## src/rtl/sync_tx_pkg.sv

```systemverilog
package sync_tx_pkg;

  typedef enum logic [1:0] {
    PK_FLAG  = 2'd0,
    PK_BREAK = 2'd1,
    PK_DATA  = 2'd2
  } pat_kind_e;

  // Patterns are held with bit 0 sent first.
  localparam int unsigned PAT_LEN = 8;

  function automatic logic [7:0] flag_pat();
    return 8'b0111_1110;
  endfunction

  function automatic logic [7:0] break_pat();
    // seven ones on the line, then a zero
    return 8'b0111_1111;
  endfunction

  // Pattern choice: a ready word wins unless a periodic flag is due;
  // break only when nothing is ready.
  function automatic pat_kind_e pick_kind(input logic word_rdy,
                                          input logic brk,
                                          input logic flag_due);
    if (word_rdy && !flag_due) return PK_DATA;
    if (!word_rdy && brk)      return PK_BREAK;
    return PK_FLAG;
  endfunction

endpackage

```

## src/rtl/sync_tx_sync.sv

```systemverilog
module sync_tx_sync #(
  parameter int unsigned STAGES = 2
) (
  input  logic clk,
  input  logic rst_n,
  input  logic async_in,
  output logic lvl,
  output logic prev
);
  localparam int unsigned DEPTH = STAGES + 1;

  logic [DEPTH-1:0] pipe_q;

  genvar g;
  generate
    for (g = 0; g < DEPTH; g++) begin : g_stage
      always_ff @(posedge clk or negedge rst_n) begin
        if (!rst_n) pipe_q[g] <= 1'b0;
        else if (g == 0) pipe_q[g] <= async_in;
        else pipe_q[g] <= pipe_q[(g == 0) ? 0 : g-1];
      end
    end
  endgenerate

  assign lvl  = pipe_q[STAGES-1];
  assign prev = pipe_q[STAGES];

endmodule

```

## src/rtl/sync_tx_pacer.sv

```systemverilog
module sync_tx_pacer #(
  parameter int unsigned CAP = 8
) (
  input  logic clk,
  input  logic rst_n,
  input  logic dc_lvl,
  input  logic dc_prev,
  input  logic doe_lvl,
  input  logic doe_prev,
  input  logic cm_lvl,
  input  logic cm_prev,
  output logic adv
);
  localparam int unsigned CNT_W = $clog2(CAP + 1);

  logic             dc_rise, dc_fall, win_start, mode_flip, cap_hit;
  logic [CNT_W-1:0] cnt_q;

  assign dc_rise   = dc_lvl & ~dc_prev;
  assign dc_fall   = ~dc_lvl & dc_prev;
  assign win_start = doe_lvl & ~doe_prev;
  assign mode_flip = cm_lvl ^ cm_prev;
  assign cap_hit   = (cnt_q == CNT_W'(CAP));

  always_comb begin
    if (cm_lvl) adv = doe_lvl & dc_rise & ~cap_hit & ~mode_flip;
    else        adv = doe_lvl & dc_fall & ~mode_flip;
  end

  always_ff @(posedge clk or negedge rst_n) begin
    if (!rst_n)                              cnt_q <= '0;
    else if (!doe_lvl || mode_flip)          cnt_q <= '0;
    else if (win_start && !adv)              cnt_q <= '0;
    else if (win_start && adv)               cnt_q <= CNT_W'(1);
    else if (adv && cm_lvl)                  cnt_q <= cnt_q + CNT_W'(1);
  end

endmodule

```

## src/rtl/sync_tx_framer.sv

```systemverilog
module sync_tx_framer
  import sync_tx_pkg::*;
#(
  parameter int unsigned MAXW       = 9,
  parameter int unsigned RUN_LEN    = 5,
  parameter int unsigned FLAG_EVERY = 61
) (
  input  logic            clk,
  input  logic            rst_n,
  input  logic            adv,
  input  logic            len9,
  input  logic            brk_pend,
  input  logic            fifo_valid,
  input  logic [MAXW-1:0] fifo_data,
  output logic            fifo_pop,
  output logic            tx_bit
);
  localparam int unsigned CW = $clog2(MAXW + 1);
  localparam int unsigned OW = $clog2(RUN_LEN + 1);
  localparam int unsigned RW = $clog2(FLAG_EVERY);

  logic [MAXW-1:0] sh_q;
  logic [CW-1:0]   rem_q;
  pat_kind_e       kind_q;
  logic [OW-1:0]   ones_q;
  logic [RW-1:0]   run_q;
  logic            tx_q;

  logic            stuff_now, empty, flag_due, load_evt;
  pat_kind_e       nk;
  logic [MAXW-1:0] npat;
  logic [CW-1:0]   nlen;

  assign stuff_now = (kind_q == PK_DATA) && (ones_q == OW'(RUN_LEN));
  assign empty     = (rem_q == '0) && !stuff_now;
  assign flag_due  = (run_q == RW'(FLAG_EVERY - 1));
  assign nk        = pick_kind(fifo_valid, brk_pend, flag_due);

  always_comb begin
    case (nk)
      PK_DATA: begin
        npat = len9 ? fifo_data : {1'b0, fifo_data[MAXW-2:0]};
        nlen = len9 ? CW'(MAXW) : CW'(MAXW - 1);
      end
      PK_BREAK: begin
        npat = {{(MAXW-PAT_LEN){1'b0}}, break_pat()};
        nlen = CW'(PAT_LEN);
      end
      default: begin
        npat = {{(MAXW-PAT_LEN){1'b0}}, flag_pat()};
        nlen = CW'(PAT_LEN);
      end
    endcase
  end

  assign load_evt = adv & empty;
  assign fifo_pop = load_evt & (nk == PK_DATA);
  assign tx_bit   = tx_q;

  always_ff @(posedge clk or negedge rst_n) begin
    if (!rst_n) begin
      sh_q   <= '0;
      rem_q  <= '0;
      kind_q <= PK_FLAG;
      ones_q <= '0;
      run_q  <= '0;
      tx_q   <= 1'b1;
    end else if (adv) begin
      if (empty) begin
        tx_q   <= npat[0];
        sh_q   <= npat >> 1;
        rem_q  <= nlen - CW'(1);
        kind_q <= nk;
        ones_q <= (nk == PK_DATA && npat[0]) ? ones_q + OW'(1) : '0;
        run_q  <= (nk == PK_DATA) ? run_q + RW'(1) : '0;
      end else if (stuff_now) begin
        tx_q   <= 1'b0;
        ones_q <= '0;
      end else begin
        tx_q   <= sh_q[0];
        sh_q   <= sh_q >> 1;
        rem_q  <= rem_q - CW'(1);
        ones_q <= (kind_q == PK_DATA && sh_q[0]) ? ones_q + OW'(1) : '0;
      end
    end
  end

  // a word is consumed only when present and only on a bit advance
  a_r10_pop_valid: assert property (@(posedge clk) disable iff (!rst_n)
    fifo_pop |-> fifo_valid);
  a_r10_pop_on_adv: assert property (@(posedge clk) disable iff (!rst_n)
    fifo_pop |-> adv);
  // a full run of ones inside data is followed by a zero on the line
  a_r3_stuff_zero: assert property (@(posedge clk) disable iff (!rst_n)
    (adv && kind_q == PK_DATA && ones_q == OW'(RUN_LEN)) |=> !tx_bit);
  // the consecutive-word count never passes the forced-flag point
  a_r4_run_bound: assert property (@(posedge clk) disable iff (!rst_n)
    run_q < RW'(FLAG_EVERY));

endmodule

```

## src/rtl/sync_word_tx.sv

```systemverilog
module sync_word_tx #(
  parameter int unsigned MAXW       = 9,
  parameter int unsigned RUN_LEN    = 5,
  parameter int unsigned FLAG_EVERY = 61,
  parameter int unsigned CAP        = 8,
  parameter int unsigned SYNC_STG   = 2
) (
  input  logic            clk,
  input  logic            rst_n,
  input  logic            dc_in,
  input  logic            doe_in,
  input  logic            cm_in,
  input  logic            len9,
  input  logic            brk_pend,
  input  logic            fifo_valid,
  input  logic [MAXW-1:0] fifo_data,
  output logic            fifo_pop,
  output logic            dco_out,
  output logic            dco_oe
);
  localparam int unsigned WC_W = $clog2(CAP + 2);

  logic dc_lvl, dc_prev, doe_lvl, doe_prev, cm_lvl, cm_prev;
  logic adv, tx_bit;

  sync_tx_sync #(.STAGES(SYNC_STG)) u_dc_sync (
    .clk(clk), .rst_n(rst_n), .async_in(dc_in), .lvl(dc_lvl), .prev(dc_prev));
  sync_tx_sync #(.STAGES(SYNC_STG)) u_doe_sync (
    .clk(clk), .rst_n(rst_n), .async_in(doe_in), .lvl(doe_lvl), .prev(doe_prev));
  sync_tx_sync #(.STAGES(SYNC_STG)) u_cm_sync (
    .clk(clk), .rst_n(rst_n), .async_in(cm_in), .lvl(cm_lvl), .prev(cm_prev));

  sync_tx_pacer #(.CAP(CAP)) u_pacer (
    .clk(clk), .rst_n(rst_n),
    .dc_lvl(dc_lvl), .dc_prev(dc_prev),
    .doe_lvl(doe_lvl), .doe_prev(doe_prev),
    .cm_lvl(cm_lvl), .cm_prev(cm_prev),
    .adv(adv));

  sync_tx_framer #(.MAXW(MAXW), .RUN_LEN(RUN_LEN), .FLAG_EVERY(FLAG_EVERY)) u_framer (
    .clk(clk), .rst_n(rst_n), .adv(adv), .len9(len9), .brk_pend(brk_pend),
    .fifo_valid(fifo_valid), .fifo_data(fifo_data),
    .fifo_pop(fifo_pop), .tx_bit(tx_bit));

  assign dco_out = tx_bit;
  assign dco_oe  = rst_n & doe_lvl;

  // Checker count of advances inside one enable window
  logic [WC_W-1:0] win_adv_q;
  always_ff @(posedge clk or negedge rst_n) begin
    if (!rst_n)        win_adv_q <= '0;
    else if (!doe_lvl) win_adv_q <= '0;
    else if (adv && win_adv_q != WC_W'(CAP + 1)) win_adv_q <= win_adv_q + WC_W'(1);
  end

  // framed mode never advances past the cap within a window
  a_r6_cap8: assert property (@(posedge clk) disable iff (!rst_n)
    (cm_lvl && cm_prev && doe_prev && adv) |-> (win_adv_q < WC_W'(CAP)));
  // with the driver disabled the line bit does not move
  a_r5_hold: assert property (@(posedge clk) disable iff (!rst_n)
    !dco_oe |=> $stable(dco_out));

endmodule

```

## config.mk

```make
export PLATFORM = sky130hd
export DESIGN_NAME = sync_word_tx
export DESIGN_NICKNAME = d
export VERILOG_FILES = /design/src/rtl/sync_tx_pkg.sv /design/src/rtl/sync_tx_sync.sv /design/src/rtl/sync_tx_pacer.sv /design/src/rtl/sync_tx_framer.sv /design/src/rtl/sync_word_tx.sv
export SDC_FILE = /design/constraint.sdc
export NUM_CORES = 1
export LEC_CHECK = 0
export BUFFER_PORTS_ARGS = -buffer_cell sky130_fd_sc_hd__buf_2
export CAP_MARGIN = 20
export CORE_MARGIN = 2
export CORE_UTILIZATION = 40
export DETAILED_ROUTE_END_ITERATION = 10
export HOLD_SLACK_MARGIN = 0.12
export SLEW_MARGIN = 0
export SYNTH_ARGS = -nofsm -noshare
export SYNTH_HDL_FRONTEND = slang
export SYNTH_HIERARCHICAL = 1
export SYNTH_SLANG_ARGS = --single-unit
```

## constraint.sdc

```tcl
create_clock -name clk -period 4.9 [get_ports clk]
set_clock_uncertainty 0.2 [all_clocks]
set_input_delay 0.735 -clock clk [delete_from_list [all_inputs] [get_ports clk]]
set_output_delay 0.735 -clock clk [all_outputs]
set_load 0.005 [all_outputs]
```

==> results list <==
* Final setup violation count: 0
- The worst hold path begins at u_doe_sync/pipe_q[0].
- Across the whole layout, storage elements account for 927.1 um^2.
* Overflow after GRT: 0
- Placer Congestion: between 0.8 and 0.9
- Max_cap viols: 0
- Unrepaired setup endpoints after global routing: false
- The library cell used most frequently in the layout, excluding fill and tap cells, is dfrtp_1.
- VDD sags by at most ~0.18 mV.
- Summed over all nets, wire length on met2 after detailed routing comes to approximately 1700 um.
- Post-layout nets: between 200 and 250
* Data arrival at the endpoint of the critical path: roughly 2.7 ns
* Area of the multi-input gates: just over 800 um^2
- In the global route stage, overall resource usage came out at 0.1547.
* Vert. Die Dim: 71.46 um
* Status: finished clean
- Setup slack on the worst reg-to-reg path comes out at ~1.9 ns.
* Antenna violation net count after detailed routing: 0
* Routed wire length: about 3600 um
- In this run, placement finished with an instance count of between 200 and 250.
- The number of different library cells used by synthesis comes to 50.
- CTS H-tree lvls: 2
- Standby leakage power: slightly above 0.0009 uW
- Across all layers, the routed design uses about 1400 vias.
* Final core utilization: 0.4658
* Largest net degree at the start of global routing: 39
* Tmin final: between 3 and 4 ns
- TritonCTS created 5 clock buffers.
- The highest metal layer carrying signal wires in the routed design is met4.
* Setup TNS Final: 0 ns
- The floorplan step defined a die boundary enclosing ~5100 um^2.
* X dimension of the die: slightly above 70 um
- Wire length of the first global-routing pass: between 6000 and 7000 um
- Before antenna repair, the detailed router went through 4 iterations.
- The initial utilization of the core area, before any placement, comes to 0.4152.
- Averaged over all synthesized cells, the footprint is between 10 and 15 um^2.
- Buffers inserted to repair hold after CTS numbered 0.
- The core region is about 4400 um^2.
- The worst setup path is launched from a flip-flop.
- The number of hold-slack violations in the final timing report came to 0.
* Fraction of the cycle the final worst path needs: 0.7493
- In the synthesized netlist, the number of instances is ~180.
- Count of flip-flops with a built-in enable after synthesis: 0
- The total count of max-transition violations in the final report was 0.
* Fillers: a little over 400
- The number of global-route vias before repair is 1388.
- The most critical setup path has its startpoint at u_pacer/cnt_q[0].
* Mapped Nets: 201
- The routed design uses ~140 um of met3 wire.
- For this run, the leading register cell type out of synthesis is dfrtp_1.
- For this run, the number of standard cells in the final layout without fillers is 250.
- Required time reported for the critical path endpoint: 3.96 ns
- Worst-skew pair later-pin latency: between 0.2 and 0.3 ns
* CTS tree: built
* Reg clk slew, reported paths: roughly 0.07 ns
- The clock passes through at most 2 buffers.
* CTS root buffer: clkbuf_8
* Final worst hold slack: roughly 0.15 ns
* Starting DRT DRC Count: 64
- Share of total power consumed by net switching: 0.3054
- Number of buffer cells added on primary ports: 19
- In this run the worst path has a maximum fanout of 11.
- Power dissipated by switching net loads: around 250 uW
- Fraction of power consumed by sequential logic: 0.530
* Hold WC Path Type: flip-flop to flip-flop
- Post-DR vias/cell: 5.572
- Measured against its own limit, the worst slew margin works out to 0.4665.
* Pwr per Cell Area: around 390 nW/um^2
- 0 antenna diodes ended up in the layout.
* Length of routed wiring on met1: between 1500 and 2000 um
* Layout cell share with drive strength beyond 1: 0.1869
* Total half-perimeter wirelength after legalization and detailed placement: between 2000 and 3000 um
* Sequential element share of the synthesized area: 0.5093
- The synthesized design contains 37 register bits.
- End of the worst register-to-register path: u_framer/rem_q[3]
- The worst hold path passes through 0 cells.
- After detailed routing, the number of remaining DRC violations is 0.
* Endpoint of the worst hold path: u_doe_sync/lvl
- During synthesis, Yosys emitted a total of 6 warnings.
- Internal power comes to roughly 560 uW.
- Maximum achievable frequency: 272.4 MHz
- Area delta synth->final: 12.17%
- Number of clock sinks: 37
- Pin slew with the least headroom to its limit: roughly 0.8 ns
- Type of the worst setup path: flip-flop to output pin
- Critical Path Sink Type: output pin
- The share of total power dissipated in the clock network is 0.260.
* Post-Synthesis Cell Area: about 1800 um^2
- Area after detailed placement: approximately 2000 um^2
- Post CTS Setup Buffer Count: 0
- Depth of the worst register-to-register path: 8
* Cells resized by post-CTS repair: 0
* Top-level port count: 20
- The share of total power dissipated in combinational logic is 0.210.
- Dividing the detail-routed wire length by the instance count gives between 10 and 15 um.
- In the layout the commonest cells are dfrtp_1 (36), o21ai_0 (20), buf_2 (19).
- After floorplanning, the core was divided into 24 placement rows.
- RR Startpoint: u_pacer/cnt_q[0]
- Share of synthesized flip-flops with an asynchronous set or reset: 1.000
* Antenna violations before repair: 0
- Layout Cell Area excl Fill: slightly above 2000 um^2
[registers in the layout (all words and copies together) (netlist names), 2 cells and up]
register / flops
u_framer/ones_q: 3
u_framer/kind_q: 2
u_framer/rem_q: 4
u_pacer/cnt_q: 4
u_framer/run_q: 6
u_framer/sh_q: 8
[cell type report]
class / instances / share of cell area
Clock buffer: 7 / 0.04228
Sequential cell: 37 / 0.4540
Tap cell: 52 / 0.03186
Multi-Input combinational cell: 122 / 0.3971
Inverter: 11 / 0.02083
Timing Repair Buffer: 21 / 0.05392
[layer usage]
layer  up-vias  global-route usage
met4         0             0.06499
li1        681                   -
met3         8             0.04079
met1       679              0.2009
met2        25              0.2459
met5         -                   0
[kinds of logic after synthesis]
logic type,after synthesis,synth area share
simple gates,62,0.1945
compound gates,49,0.1808
flops,37,0.5093
buf+inv,18,0.04536
fa+ha+maj,7,0.04811
xor+xnor,2,0.009624
mux,2,0.01237
[worst max-delay path, stage by stage (launching register included)]
cell and delay (ns):
dfrtp_1 0.43, inv_1 0.06, ha_1 0.20, nand3b_1 0.13
a41oi_1 0.18, nor2_1 0.55, nand3_2 0.33, nor2_2 0.38
buf_2 0.19
[worst max path at each step]
stage / endpoint / slack (ns) / depth (start not counted)
2_1_floorplan: fifo_pop / 2.23 / 8
3_3_place_gp: fifo_pop / 1.67 / 8
3_5_place_dp: fifo_pop / 1.58 / 8
4_1_cts: fifo_pop / 1.26 / 8
5_1_grt: fifo_pop / 1.01 / 6
6_report: fifo_pop / 1.23 / 8
[power groups by stage]
stage	sequential [uW]	clock (uW)	combinational, uW
6_report	426	209	169
5_1_grt	434	232	198
4_1_cts	425	217	170
3_5_place_dp	429	0	171
3_3_place_gp	426	0	164
2_1_floorplan	417	0	132
[Yosys cell counts (all sizes together) (2+ instances only)]
library cell / n / area (um^2)
a21o: 3 / 22.52
a21oi: 5 / 25.02
a22o: 4 / 35.03
a31oi: 2 / 12.51
and2: 2 / 12.51
and3: 2 / 12.51
buf: 5 / 32.53
clkbuf: 2 / 7.510
dfrtp: 36 / 900.9
ha: 7 / 87.58
inv: 10 / 37.54
mux2: 2 / 22.52
nand2: 17 / 63.81
nand3: 8 / 45.04
nand3b: 3 / 35.03
nand4: 2 / 12.51
nor2: 9 / 36.29
nor2b: 3 / 18.77
nor3: 6 / 30.03
nor4: 2 / 18.77
o21ai: 20 / 100.1
o21bai: 2 / 15.01
o31ai: 2 / 15.01
or4: 3 / 22.52
xnor2: 2 / 17.52
[per-stage QoR]
stage / total power (uW) / worst slack [ns]
final: 804.8 / 1.229
after global routing: 865.2 / 1.010
after CTS: 812.4 / 1.255
after detailed placement: 599.7 / 1.583
after global placement: 590.8 / 1.670
after floorplan: 548.4 / 2.229
Power figures use the tool's default switching activity.
